File: src/rtl/bpa_pkg.sv
package bpa_pkg;

    localparam int LOCK_W = 3;

    typedef logic [LOCK_W-1:0] beat_cnt_t;

    localparam beat_cnt_t LOCK_NEVER = '1;

    typedef enum logic [1:0] {
        XFER_SINGLE    = 2'b00,
        XFER_FIXED     = 2'b01,
        XFER_UNDEF     = 2'b10,
        XFER_UNDEF_ALT = 2'b11
    } xfer_e;

    typedef struct packed {
        logic  fire;
        xfer_e kind;
        logic  last;
    } beat_t;

    function automatic beat_cnt_t cnt_sat_inc(beat_cnt_t c);
        return (c == LOCK_NEVER) ? c : beat_cnt_t'(c + 1'b1);
    endfunction

    function automatic logic is_fixed(xfer_e k);
        return k == XFER_FIXED;
    endfunction

endpackage

File: src/rtl/bpa_prio_pick.sv
module bpa_prio_pick #(
    parameter int N    = 4,
    parameter int PW   = 2,
    parameter int IDW  = 2
) (
    input  logic [N-1:0]    req,
    input  logic [N*PW-1:0] prio,
    output logic            any,
    output logic [IDW-1:0]  win
);
    logic [PW-1:0] best_lvl;

    always_comb begin
        any      = 1'b0;
        win      = '0;
        best_lvl = '1;
        for (int i = 0; i < N; i++) begin
            if (req[i] && (!any || (prio[i*PW +: PW] < best_lvl))) begin
                any      = 1'b1;
                win      = IDW'(i);
                best_lvl = prio[i*PW +: PW];
            end
        end
    end

endmodule

File: src/rtl/bpa_beat_track.sv
module bpa_beat_track
    import bpa_pkg::*;
#(
    parameter int RW = 2
) (
    input  logic          clk,
    input  logic          rst,
    input  beat_t         beat,
    input  logic [RW-1:0] region,
    input  beat_cnt_t     lock_cfg,
    input  logic          restart,
    output logic          arb_pt
);
    beat_cnt_t     count_q;
    logic [RW-1:0] region_q;
    beat_cnt_t     base;
    beat_cnt_t     count_nxt;

    always_comb begin
        base      = (region != region_q) ? '0 : count_q;
        count_nxt = cnt_sat_inc(base);
        if (is_fixed(beat.kind))
            arb_pt = beat.last;
        else if (lock_cfg == LOCK_NEVER)
            arb_pt = 1'b0;
        else
            arb_pt = (count_nxt >= lock_cfg);
    end

    always_ff @(posedge clk) begin
        if (rst || restart) begin
            count_q  <= '0;
            region_q <= region_q;
            if (rst) region_q <= '0;
        end else if (beat.fire) begin
            count_q  <= count_nxt;
            region_q <= region;
        end
    end

    // A region change drops the count to one, so any lockout above one blocks the point
    assert_region_restart_R7: assert property (@(posedge clk) disable iff (rst)
        (beat.fire && region != region_q && count_q != '0 && !is_fixed(beat.kind)
         && lock_cfg > beat_cnt_t'(1) && lock_cfg != LOCK_NEVER) |-> !arb_pt);

    // After a restart the first beat cannot open an arbitration point above a lockout of one
    assert_restart_clears_R6: assert property (@(posedge clk) disable iff (rst)
        (restart && !rst) |=> (beat.fire && !is_fixed(beat.kind)
         && lock_cfg > beat_cnt_t'(1)) -> !arb_pt);

endmodule

File: src/rtl/burst_port_arb.sv
module burst_port_arb
    import bpa_pkg::*;
#(
    parameter int N_MASTERS = 4,
    parameter int PRIO_W    = 2,
    parameter int REGION_W  = 2,
    localparam int ID_W     = (N_MASTERS > 1) ? $clog2(N_MASTERS) : 1
) (
    input  logic                            clk,
    input  logic                            rst,
    input  logic [LOCK_W-1:0]               lock_beats,
    input  logic [N_MASTERS-1:0]            req,
    input  logic [2*N_MASTERS-1:0]          kind,
    input  logic [N_MASTERS-1:0]            last,
    input  logic [REGION_W*N_MASTERS-1:0]   region,
    input  logic [PRIO_W*N_MASTERS-1:0]     prio,
    output logic [N_MASTERS-1:0]            grant,
    output logic [ID_W-1:0]                 grant_id,
    output logic                            grant_vld
);
    typedef struct packed {
        logic            vld;
        logic [ID_W-1:0] id;
    } owner_t;

    xfer_e               kind_a   [N_MASTERS];
    logic [REGION_W-1:0] region_a [N_MASTERS];

    for (genvar g = 0; g < N_MASTERS; g++) begin : g_unpack
        assign kind_a[g]   = xfer_e'(kind[2*g +: 2]);
        assign region_a[g] = region[REGION_W*g +: REGION_W];
    end

    owner_t          owner_q;
    owner_t          owner_d;
    logic            own_req;
    logic            any_req;
    logic [ID_W-1:0] win_id;
    logic            arb_pt;
    logic            restart;
    beat_t           own_beat;

    bpa_prio_pick #(
        .N   (N_MASTERS),
        .PW  (PRIO_W),
        .IDW (ID_W)
    ) u_pick (
        .req  (req),
        .prio (prio),
        .any  (any_req),
        .win  (win_id)
    );

    always_comb begin
        own_req       = owner_q.vld && req[owner_q.id];
        own_beat.fire = own_req;
        own_beat.kind = kind_a[owner_q.id];
        own_beat.last = last[owner_q.id];
    end

    bpa_beat_track #(
        .RW (REGION_W)
    ) u_track (
        .clk      (clk),
        .rst      (rst),
        .beat     (own_beat),
        .region   (region_a[owner_q.id]),
        .lock_cfg (beat_cnt_t'(lock_beats)),
        .restart  (restart),
        .arb_pt   (arb_pt)
    );

    always_comb begin
        owner_d = owner_q;
        restart = 1'b0;
        if (!own_req) begin
            owner_d.vld = any_req;
            owner_d.id  = any_req ? win_id : owner_q.id;
            restart     = 1'b1;
        end else if (arb_pt && (win_id != owner_q.id)) begin
            owner_d.id  = win_id;
            restart     = 1'b1;
        end
    end

    always_ff @(posedge clk) begin
        if (rst) owner_q <= '0;
        else     owner_q <= owner_d;
    end

    always_comb begin
        for (int i = 0; i < N_MASTERS; i++)
            grant[i] = owner_q.vld && (owner_q.id == ID_W'(i));
    end

    assign grant_id  = owner_q.id;
    assign grant_vld = owner_q.vld;

    assert_grant_onehot_R1: assert property (@(posedge clk) disable iff (rst)
        $onehot0(grant) && (grant_vld == (|grant)));

    assert_idle_pick_R2: assert property (@(posedge clk) disable iff (rst)
        (!grant_vld && (|req)) |=> grant_vld);

    assert_hold_until_point_R3: assert property (@(posedge clk) disable iff (rst)
        (grant_vld && req[grant_id] && !arb_pt) |=> (grant_vld && grant_id == $past(grant_id)));

    assert_fixed_lock_R8: assert property (@(posedge clk) disable iff (rst)
        (grant_vld && req[grant_id] && kind_a[grant_id] == XFER_FIXED && !last[grant_id])
        |=> (grant_vld && grant_id == $past(grant_id)));

    assert_never_lock_R9: assert property (@(posedge clk) disable iff (rst)
        (grant_vld && req[grant_id] && kind_a[grant_id] != XFER_FIXED && lock_beats == LOCK_NEVER)
        |=> (grant_vld && grant_id == $past(grant_id)));

    assert_release_R10: assert property (@(posedge clk) disable iff (rst)
        (grant_vld && !req[grant_id] && !(|req)) |=> !grant_vld);

endmodule

File: config.mk
export PLATFORM = sky130hd
export DESIGN_NAME = burst_port_arb
export DESIGN_NICKNAME = d
export VERILOG_FILES = /design/src/rtl/bpa_pkg.sv /design/src/rtl/bpa_prio_pick.sv /design/src/rtl/bpa_beat_track.sv /design/src/rtl/burst_port_arb.sv
export SDC_FILE = /design/constraint.sdc
export NUM_CORES = 1
export LEC_CHECK = 0
export ABC_AREA = 0
export CAP_MARGIN = 20
export CORE_MARGIN = 1.5
export CORE_UTILIZATION = 44
export CTS_BUF_LIST = sky130_fd_sc_hd__clkbuf_4 sky130_fd_sc_hd__clkbuf_8 sky130_fd_sc_hd__clkbuf_16
export CTS_CLUSTER_DIAMETER = 60
export DETAILED_ROUTE_END_ITERATION = 7
export GPL_TIMING_DRIVEN = 1
export PLACE_DENSITY = 0.89
export SLEW_MARGIN = 20
export SYNTH_ARGS = -nofsm -noshare
export SYNTH_HDL_FRONTEND = slang
export SYNTH_SLANG_ARGS = --single-unit
export TNS_END_PERCENT = 10
File: constraint.sdc
create_clock -name clk -period 9.2 [get_ports clk]
set_input_delay 0.92 -clock clk [delete_from_list [all_inputs] [get_ports clk]]
set_output_delay 0.92 -clock clk [all_outputs]
set_load 0.05 [all_outputs]
==> impl_metrics.env <==
export IMPL_yosys_cell_types_count=47
export IMPL_wirelength_mm=2.320
export IMPL_path_common_cell="ha_1"
export IMPL_antenna_cells=0
export IMPL_yosysSeqAreaShare=0.1880
export IMPL_grt_max_degree=19
export IMPL_critical_path_top_delay_family="compound AO/OA/AOI/OAI gates"
export IMPL_worstSetupEndpointType="flop"
export IMPL_synth_edff_count=2
export IMPL_hold_violations=0
export IMPL_yosysWarnings=0
export IMPL_syn_area_per_cell_um2=8.957
export IMPL_tightest_slew_ns=0.5995
export IMPL_grt_pass1_vias=1018
export IMPL_crit_required_ns=9.13
export IMPL_dr_wl_met2_mm=1.337
export IMPL_utilization=0.7031
export IMPL_synth_ff_type="dfxtp_1"
export IMPL_start_util=0.4787
export IMPL_num_rows=16
export IMPL_area_delta_synth_final_pct=46.87
export IMPL_worstSetupPathType="input port to flop"
export IMPL_io_pins=44
export IMPL_viasPerCell=5.867
export IMPL_syn_num_nets=150
export IMPL_dp_hpwl_mm=2.015
export IMPL_path_cells="clkdlybuf4s50_1 > inv_1 > o22ai_1 > ha_1 > nor3b_1 > a221oi_2 > mux2_1 > ha_1 > o32ai_1 > a31o_1 > o221a_1 > or4b_1 > o211a_2 > o21bai_1"
export IMPL_relSlewSlack=0.5998
export IMPL_critical_path_max_stage_delay_ns=0.62
export IMPL_dieArea_um2=2467
export IMPL_peakVddDrop_mv=0.06630
export IMPL_maxCapViolCount=0
export IMPL_syn_area_um2=958.4
export IMPL_die_h_um=49.67
export IMPL_async_flop_share=0
export IMPL_grt_pass1_wl_mm=4.029
export IMPL_crit_path_start_kind="input port"
export IMPL_fp_coreArea_um2=2002
export IMPL_synth_cells=107
export IMPL_met3_length_um=95
export IMPL_die_width_um=49.67
export IMPL_fin_crit_ns=4.919
export IMPL_detail_route_antenna_nets=0
export IMPL_post_cts_resize_count=0
export IMPL_slew_viol_final=0
export IMPL_num_fill_cells=170
export IMPL_place_congestion=0.7880
export IMPL_gr_usage_all_layers=0.2077
export IMPL_rsz0062_at_grt="no"
export IMPL_m1WireLength_um=867
export IMPL_post_cts_buffers=0
export IMPL_vias=1015
export IMPL_synth_seq_cells=8
export IMPL_io_buffers=43
export IMPL_worstHoldPathType="flop to flop"
export IMPL_powerDensity_nw_per_um2=115.0
export IMPL_dr_first_iter_drc_count=24
export IMPL_first_pass_iters=4
export IMPL_critPathSlowestCell="clkdlybuf4s50_1"
export IMPL_cts_root_buf="clkbuf_4"
export IMPL_p_int_w=0.00009968
export IMPL_power_frac_seq=0.301
export IMPL_cts_buffer_depth=2
export IMPL_grt_overflow=0
export IMPL_total_leakage_power_nw=0.5465
export IMPL_critPathBufInv=2
export IMPL_holdBufCountCts=0
export IMPL_drc_errors=0
export IMPL_cts_tree="built"
export IMPL_fin_skew_ns=0.002259
export IMPL_nets=191
export IMPL_comb_power_share=0.536
export IMPL_htreeDepth=1
export IMPL_swShare=0.3842
export IMPL_power_frac_clock=0.163
export IMPL_wl_per_cell_um=13.41
export IMPL_antenna_found_initial=0
export IMPL_setup_tns_ns=0
export IMPL_path_clk_slew_ns=0.05
export IMPL_max_freq_mhz=203.3
export IMPL_status="finished, final reports clean"
export IMPL_p_sw_w=0.00006220
export IMPL_worstPathMaxFanout=9
export IMPL_clock_latency_ns=0.25
export IMPL_cts_buffers=3
export IMPL_crit_arrival_ns=4.85
export IMPL_routed_top_layer="met4"
export IMPL_finalSetupViolCount=0
export IMPL_numClockSinks=8
export IMPL_drive_gt1_frac=0.08219
export IMPL_fin_crit_sh=0.5346
-- stage by stage --
step	worst slack (ns)	total power, W	area, um2	cells	hold WS (ns)
floorplan	4.946	0.0001059	958.4	107	0.6345
finish	4.281	0.0001619	1408	173	0.6985
detailed placement	4.039	0.0001369	1385	170	0.6953
global route	4.051	0.0001730	1408	173	0.7134
CTS	4.298	0.0001631	1408	173	0.7022
global placement	4.261	0.0001327	1385	170	0.6944
-- area by class of cell --
class                      instances  area (um2)  area share
multi-input combinational         84       710.7      0.5049
timing repair buffer              43       430.4      0.3058
sequential                         8       180.2      0.1280
tap                               27       33.78     0.02400
inverter                           8       30.03     0.02133
clock buffer                       3       22.52     0.01600
-- synthesized netlist by cell type, types with 2 or more instances --
| library cell | n | area (um2) |
|---|---|---|
| mux4_2 | 4 | 90.09 |
| nor2b_1 | 5 | 31.28 |
| clkbuf_1 | 4 | 15.01 |
| dfxtp_1 | 6 | 120.1 |
| and3_1 | 2 | 12.51 |
| inv_1 | 8 | 30.03 |
| nand4b_1 | 2 | 17.52 |
| a311oi_1 | 2 | 17.52 |
| o21ai_0 | 2 | 10.01 |
| mux2_1 | 2 | 22.52 |
| a31oi_1 | 2 | 12.51 |
| nor2_1 | 8 | 30.03 |
| a31o_1 | 2 | 17.52 |
| ha_1 | 6 | 75.07 |
| nand2_1 | 6 | 22.52 |
| nand2b_1 | 2 | 12.51 |
| and2b_1 | 2 | 15.01 |
| nor3b_1 | 3 | 22.52 |
| o22ai_1 | 2 | 12.51 |
| a21oi_1 | 3 | 15.01 |
| nor4b_1 | 3 | 26.28 |
| o211ai_1 | 2 | 15.01 |
| edfxtp_1 | 2 | 60.06 |
| nor4_1 | 2 | 12.51 |
| xnor2_1 | 3 | 26.28 |
-- path summary, 6_finish.rpt --
check,start,to,slack [ns],cells past startpoint
worst min-delay path,u_track.count_q[0]$_SDFFE_PP0P_,u_track.count_q[0]$_SDFFE_PP0P_,0.70,4
worst max register to register,grant_id[0]$_SDFFE_PP0P_,u_track.region_q[1]$_SDFFCE_PP0P_,5.14,14
worst min register to register,u_track.count_q[0]$_SDFFE_PP0P_,u_track.count_q[0]$_SDFFE_PP0P_,0.70,4
worst max-delay path,req[1],u_track.region_q[1]$_SDFFCE_PP0P_,4.28,14
-- cells in the final DEF, fill, tap and decap left out, types with 3 or more instances in the layout --
cell type / instances
clkdlybuf4s50_1: 43
clkbuf_4: 3
nor2_1: 8
nor2b_1: 5
inv_1: 8
a21oi_1: 3
mux4_2: 4
ha_1: 6
nand2_1: 6
nor3b_1: 3
dfxtp_1: 6
xnor2_1: 3
nor4b_1: 3
-- metal layers --
layer / vias to the layer above / global-route usage
li1: 494 / -
met1: 494 / 0.1954
met2: 23 / 0.4333
met3: 4 / 0.04242
met4: 0 / 0.06019
met5: - / 0
-- tightest hold or removal path: cells and delay by family (launching register included) --
family                 cells  cell delay [ns]
AND/OR/NAND/NOR            2             0.20
buffers and inverters      1             0.08
flip-flops                 1             0.29
XOR/XNOR                   1             0.08
-- registers in the layout (all words and copies together), names as in the netlist --
register          cells
u_track.count_q       3
grant_id              2
grant_vld             1
u_track.region_q      2
-- power groups by stage --
stage	Combinational [W]	Sequential [W]	Clock [W]
finish	0.0000867	0.0000487	0.0000264
CTS	0.0000873	0.0000490	0.0000268
detailed placement	0.0000872	0.0000497	0
floorplan	0.0000572	0.0000487	0
global placement	0.0000837	0.0000490	0
global route	0.0000941	0.0000501	0.0000288
-- logic make-up (layout without fill, tap and decap cells) --
kind of cell / Yosys count / after routing / share of synthesized area
buffers and inverters: 15 / 54 / 0.07049
flip-flops: 8 / 8 / 0.1880
adder cells (fa/ha/maj): 7 / 7 / 0.08877
multiplexers: 7 / 7 / 0.1279
AO/OA/AOI/OAI: 27 / 27 / 0.2363
XOR/XNOR: 3 / 3 / 0.02742
AND/OR/NAND/NOR: 40 / 40 / 0.2611
No activity file was read; power rests on OpenSTA's default activity.
